--- config.mk ---
export PLATFORM = sky130hd
export DESIGN_NAME = crf_xfer_unit
export DESIGN_NICKNAME = d
export VERILOG_FILES = /design/src/rtl/crf_pkg.sv /design/src/rtl/crf_prio_pick.sv /design/src/rtl/crf_next_calc.sv /design/src/rtl/crf_read_fmt.sv /design/src/rtl/crf_xfer_unit.sv
export SDC_FILE = /design/constraint.sdc
export NUM_CORES = 1
export LEC_CHECK = 0
export ABC_AREA = 1
export BUFFER_PORTS_ARGS = -buffer_cell sky130_fd_sc_hd__buf_2
export CORE_MARGIN = 10
export CORE_UTILIZATION = 46
export CTS_CLUSTER_DIAMETER = 100
export CTS_CLUSTER_SIZE = 24
export DETAILED_ROUTE_END_ITERATION = 12
export PLACE_DENSITY_LB_ADDON = 0.15
export SLEW_MARGIN = 10
export SYNTH_ARGS = -nofsm -noshare
export SYNTH_HDL_FRONTEND = slang
export SYNTH_HIERARCHICAL = 1
export SYNTH_SLANG_ARGS = --single-unit
--- constraint.sdc ---
create_clock -name clk -period 2.9 [get_ports clk]
set_clock_uncertainty 0.05 [all_clocks]
set_input_delay 0.29 -clock clk [delete_from_list [all_inputs] [get_ports clk]]
set_output_delay 0.29 -clock clk [all_outputs]
set_load 0.01 [all_outputs]
--- src/rtl/crf_pkg.sv ---
package crf_pkg;
    localparam int OPW = 3;

    typedef enum logic [OPW-1:0] {
        OP_NOP      = 3'd0,
        OP_WR_MASK  = 3'd1,
        OP_WR_ONE   = 3'd2,
        OP_RD_ONE   = 3'd3,
        OP_RD_ALL   = 3'd4,
        OP_LD_FLAGS = 3'd5,
        OP_RSV6     = 3'd6,
        OP_RSV7     = 3'd7
    } crf_op_e;
endpackage

--- src/rtl/crf_prio_pick.sv ---
module crf_prio_pick #(
    parameter int NF = 8,
    parameter int IW = $clog2(NF)
) (
    input  logic [NF-1:0] mask,
    output logic [IW-1:0] idx,
    output logic          any
);
    // Lowest-numbered field wins; field n is mask bit NF-1-n.
    always_comb begin
        idx = IW'(NF-1);
        any = 1'b0;
        for (int n = NF-1; n >= 0; n--) begin
            if (mask[NF-1-n]) begin
                idx = IW'(n);
                any = 1'b1;
            end
        end
    end

    always_comb begin
        if (any) begin
            assert_pick_is_selected_R3: assert (mask[IW'(NF-1) - idx]);
        end
    end
endmodule

--- src/rtl/crf_next_calc.sv ---
module crf_next_calc
    import crf_pkg::*;
#(
    parameter int NF  = 8,
    parameter int FW  = 4,
    parameter int IW  = $clog2(NF),
    parameter int CRW = NF*FW
) (
    input  logic [CRW-1:0] cr,
    input  crf_op_e        op,
    input  logic [NF-1:0]  mask,
    input  logic [IW-1:0]  pick_idx,
    input  logic [IW-1:0]  fidx,
    input  logic [CRW-1:0] src_lo,
    input  logic [FW-1:0]  flags,
    output logic [CRW-1:0] cr_next
);
    for (genvar g = 0; g < NF; g++) begin : g_fld
        localparam int HI = CRW-1-FW*g;
        always_comb begin
            cr_next[HI -: FW] = cr[HI -: FW];
            unique case (op)
                OP_WR_MASK:  if (mask[NF-1-g]) cr_next[HI -: FW] = src_lo[HI -: FW];
                OP_WR_ONE:   if (pick_idx == IW'(g)) cr_next[HI -: FW] = src_lo[HI -: FW];
                OP_LD_FLAGS: if (fidx == IW'(g)) cr_next[HI -: FW] = flags;
                default:     cr_next[HI -: FW] = cr[HI -: FW];
            endcase
        end
    end
endmodule

--- src/rtl/crf_read_fmt.sv ---
module crf_read_fmt
    import crf_pkg::*;
#(
    parameter int NF  = 8,
    parameter int FW  = 4,
    parameter int IW  = $clog2(NF),
    parameter int CRW = NF*FW,
    parameter int DW  = 64
) (
    input  logic [CRW-1:0] cr,
    input  crf_op_e        op,
    input  logic [IW-1:0]  pick_idx,
    input  logic           pick_any,
    output logic [DW-1:0]  result
);
    logic [CRW-1:0] one_fld;

    for (genvar g = 0; g < NF; g++) begin : g_sel
        localparam int HI = CRW-1-FW*g;
        assign one_fld[HI -: FW] = (pick_any && pick_idx == IW'(g)) ? cr[HI -: FW] : '0;
    end

    always_comb begin
        unique case (op)
            OP_RD_ONE: result = {{(DW-CRW){1'b0}}, one_fld};
            OP_RD_ALL: result = {{(DW-CRW){1'b0}}, cr};
            default:   result = '0;
        endcase
    end
endmodule

--- src/rtl/crf_xfer_unit.sv ---
module crf_xfer_unit
    import crf_pkg::*;
#(
    parameter int NF = 8,
    parameter int FW = 4,
    parameter int DW = 64,
    localparam int IW  = $clog2(NF),
    localparam int CRW = NF*FW
) (
    input  logic           clk,
    input  logic           rst,
    input  logic           op_valid,
    input  logic [OPW-1:0] op_code,
    input  logic [NF-1:0]  fld_mask,
    input  logic [IW-1:0]  fld_idx,
    input  logic [DW-1:0]  src_data,
    input  logic           flag_ov,
    input  logic           flag_ov32,
    input  logic           flag_ca,
    input  logic           flag_ca32,
    output logic [CRW-1:0] cr_q,
    output logic [DW-1:0]  result
);
    crf_op_e        op;
    logic [IW-1:0]  pick_idx;
    logic           pick_any;
    logic [CRW-1:0] cr_next;
    logic [FW-1:0]  flags;

    assign op    = crf_op_e'(op_code);
    assign flags = {flag_ov, flag_ov32, flag_ca, flag_ca32};

    crf_prio_pick #(.NF(NF), .IW(IW)) u_pick (
        .mask (fld_mask),
        .idx  (pick_idx),
        .any  (pick_any)
    );

    crf_next_calc #(.NF(NF), .FW(FW), .IW(IW), .CRW(CRW)) u_next (
        .cr       (cr_q),
        .op       (op),
        .mask     (fld_mask),
        .pick_idx (pick_idx),
        .fidx     (fld_idx),
        .src_lo   (src_data[CRW-1:0]),
        .flags    (flags),
        .cr_next  (cr_next)
    );

    crf_read_fmt #(.NF(NF), .FW(FW), .IW(IW), .CRW(CRW), .DW(DW)) u_rd (
        .cr       (cr_q),
        .op       (op),
        .pick_idx (pick_idx),
        .pick_any (pick_any),
        .result   (result)
    );

    always_ff @(posedge clk) begin
        if (rst) begin
            cr_q <= '0;
        end else if (op_valid) begin
            cr_q <= cr_next;
        end
    end

    assert_reset_clears_R7: assert property (@(posedge clk) rst |=> cr_q == '0);

    assert_idle_holds_R7: assert property (@(posedge clk) disable iff (rst)
        (!op_valid || op inside {OP_NOP, OP_RD_ONE, OP_RD_ALL, OP_RSV6, OP_RSV7}) |=> $stable(cr_q));

    assert_zero_mask_holds_R2: assert property (@(posedge clk) disable iff (rst)
        (op_valid && op == OP_WR_MASK && fld_mask == '0) |=> $stable(cr_q));

    assert_flag_load_R6: assert property (@(posedge clk) disable iff (rst)
        (op_valid && op == OP_LD_FLAGS) |=>
        (FW'(cr_q >> (FW*(NF-1-int'($past(fld_idx))))) == $past(flags)));

    assert_full_read_R5: assert property (@(posedge clk) disable iff (rst)
        (op == OP_RD_ALL) |-> (result == {{(DW-CRW){1'b0}}, cr_q}));

    assert_one_read_R4: assert property (@(posedge clk) disable iff (rst)
        (op == OP_RD_ONE) |-> (result[DW-1:CRW] == '0 && (result[CRW-1:0] & ~cr_q) == '0));

    assert_other_result_zero_R8: assert property (@(posedge clk) disable iff (rst)
        !(op inside {OP_RD_ONE, OP_RD_ALL}) |-> result == '0);
endmodule

==> summary.md <==
| Metric | Value |
|---|---|
| Status | `completed` |
| HP Class | `input pin to flip-flop` |
| GPL Wtd Cong | `0.942` |
| Max-cap violations | `0` |
| Wire per inst | `14.4 um` |
| Post-Layout Inst Area | `5030 um2` |
| Setup crit end | `result[8]` |
| Yosys reg bits | `32` |
| Number of hold violations in the final report | `0` |
| CP Capture Type | `primary output` |
| Worst setup SP type | `input pin` |
| Num Clock Sinks | `32` |
| Most flops, register | `cr_q` |
| Setup bufs post-CTS | `0` |
| Die Ht | `119 um` |
| DP Cell Count | `1070` |
| Total core area | `9680 um2` |
| Worst vdd ir | `0.178 mV` |
| CP max FO | `10` |
| DRC | `0` |
| 1st-pass router iterations | `5` |
| R2r setup slk | `1.67 ns` |
| Largest net degree at the start of global routing | `35` |
| Via count | `5602` |
| CP Class | `input pin to primary output` |
| Post-cts gate resize count | `0` |
| Crit path required time | `2.56 ns` |
| R2R depth | `8` |
| Clock Tree Buf Depth | `2` |
| Vias in the first global route | `5079` |
| Min-delay src | `flag_ca32` |
| H-tree level count | `2` |
| Total CTS buffers | `5` |
| R2r endpoint | `cr_q[4]` |
| Pwr dens | `295 nW/um2` |
| Yosys top cell by area | `nand2_1` |
| Final ANT Viol Nets | `0` |
| Hold Buf Count CTS | `0` |
| Synth top area cells | `nand2_1, nand3_1, dfxtp_1, inv_1, nand4_1` |
| Placed Area | `4940 um2` |
| Achievable frequency | `443 MHz` |
| Sequential element share of the synthesized area | `14.2%` |
| Final setup fails | `0` |
| Row cnt | `36` |
| Post-synth EDFFs | `0` |
| Biggest regs | `cr_q (32)` |
| Synthesized instance count | `856` |
| Commonest cells post-synth | `nand2_1, nand3_1, inv_1` |
| Mapped Avg Cell Area | `5.29 um2` |
| P_leak | `0.00289 uW` |
| Critical path arrival | `1.92 ns` |
| Unrepaired setup endpoints after global routing | `no` |
| Gr usage total | `21.0%` |
| Antenna diodes | `0` |
| Slew Viols, Final | `0` |
| Antenna violations before repair | `0` |
| Final period util | `77.9%` |
| Iter 0 DRT Violations | `518` |
| Max reg flops | `32` |
| Fin nets | `1029` |
| Yosys cell types | `28` |
| Synth top area share | `22.4%` |
| Root Buffer | `clkbuf_8` |
| Starting Density | `46.7%` |
| Die area | `14200 um2` |
| Gr ovfl total | `0` |
| DP Wirelength | `11400 um` |
| Worst skew pair latency | `0.29 ns` |
| First-pass GRT wire length | `25400 um` |
| Total wire length | `15500 um` |
| Setup TNS | `0 ns` |
| Worst R2R Start | `cr_q[4]` |
| Post-layout minimum cycle time | `2.26 ns` |
| Yosys warning total | `6` |
| Clock slew seen by the registers of the worst setup and hold paths | `0.07 ns` |
| Worst slew pin tran | `0.749 ns` |
| Async SR Flop Fraction | `0%` |
| Synth Flop Type | `dfxtp_1` |
| Top-count cell post-synth | `nand2_1` |
| Layout cells sized above 1 | `17.4%` |
| Slew margin rel. | `50.0%` |
| Synth Cell Area | `4530 um2` |
| Post-route insts no fill | `1078` |
| Boundary Pins | `181` |
| Number of vias per cell | `5.20` |
| I/O Buffers | `116` |
| Area growth from synthesis to layout | `11.2%` |
| CTS tree | `done` |
| Die Wd | `119 um` |
| Crit. Startpoint | `fld_mask[5]` |
-- placed cells by master, fill, tap and decap left out --
master	instances
nand3_2	5
o21ai_0	12
nor2_4	3
nand2_1	270
inv_1	105
nand3_1	143
inv_2	9
o211ai_1	4
nor2_1	95
inv_4	1
clkinv_1	1
a21oi_1	21
dfxtp_1	32
buf_12	1
nand4_1	59
conb_1	32
buf_4	14
nand3b_1	4
nor3_1	1
nor2_2	2
clkbuf_8	6
nor3_2	2
buf_2	116
nand2_4	2
nor3b_4	1
a21oi_2	1
clkbuf_1	2
nor2_8	1
-- layout make-up --
type                            instances  area [um2]
Tap cell                              133         166
Inverter                              116         438
Clock buffer                            8        90.1
Timing Repair Buffer                  131         706
Sequential cell                        32         641
Multi-Input combinational cell        658        2990
Fill cell                            1112        4650
-- stage by stage --
step / power [uW] / setup slack [ns] / util [%] / hold WS [ns]
finish: 1480 / 0.641 / 52.0 / 0.448
global route: 1600 / 0.423 / 52.0 / 0.502
CTS: 1490 / 0.647 / 52.0 / 0.445
detailed placement: 1110 / 0.590 / 51.0 / 0.472
global placement: 1100 / 0.565 / 51.0 / 0.474
floorplan: 975 / 1.20 / - / 0.422
-- power by group --
part	switching [uW]	internal, uW
sequential	56.1	472
combinational	379	198
clock	185	194
-- cells by family (layout without fill, tap and decap cells) --
family | Yosys count | count (layout) | share of synthesized area (%)
flops | 32 | 32 | 14.2
buf+inv | 197 | 255 | 22.6
simple gates | 588 | 588 | 58.7
compound gates | 38 | 38 | 4.51
other cells | 1 | 32 | 0.0828
-- how the worst min path moves through the flow --
| stage | to | slack [ns] | cells after the start |
|---|---|---|---|
| floorplan | cr_q[29] | 0.42 | 3 |
| global placement | cr_q[2] | 0.47 | 2 |
| detailed placement | cr_q[24] | 0.47 | 2 |
| CTS | cr_q[0] | 0.45 | 7 |
| global route | cr_q[30] | 0.50 | 5 |
| finish | cr_q[0] | 0.45 | 7 |
-- layer usage --
layer | wire length (um) | vias up | track usage, % | part of all wire (%)
li1 | - | 2849 | - | -
met1 | 6680 | 2462 | 26.8 | 43
met2 | 6900 | 259 | 32.8 | 44
met3 | 1530 | 32 | 5.43 | 9.8
met4 | 441 | 0 | 8.24 | 2.8
met5 | 0 | - | 0 | 0
-- critical path: stages --
cell,delay [ns]
buf_2,0.16
inv_1,0.09
nand2_1,0.08
nor3_2,0.34
buf_4,0.27
nand3_1,0.10
nand2_1,0.13
nor2_1,0.14
nand3_1,0.09
nand2_1,0.08
buf_2,0.15
Power figures use the tool's default switching activity.
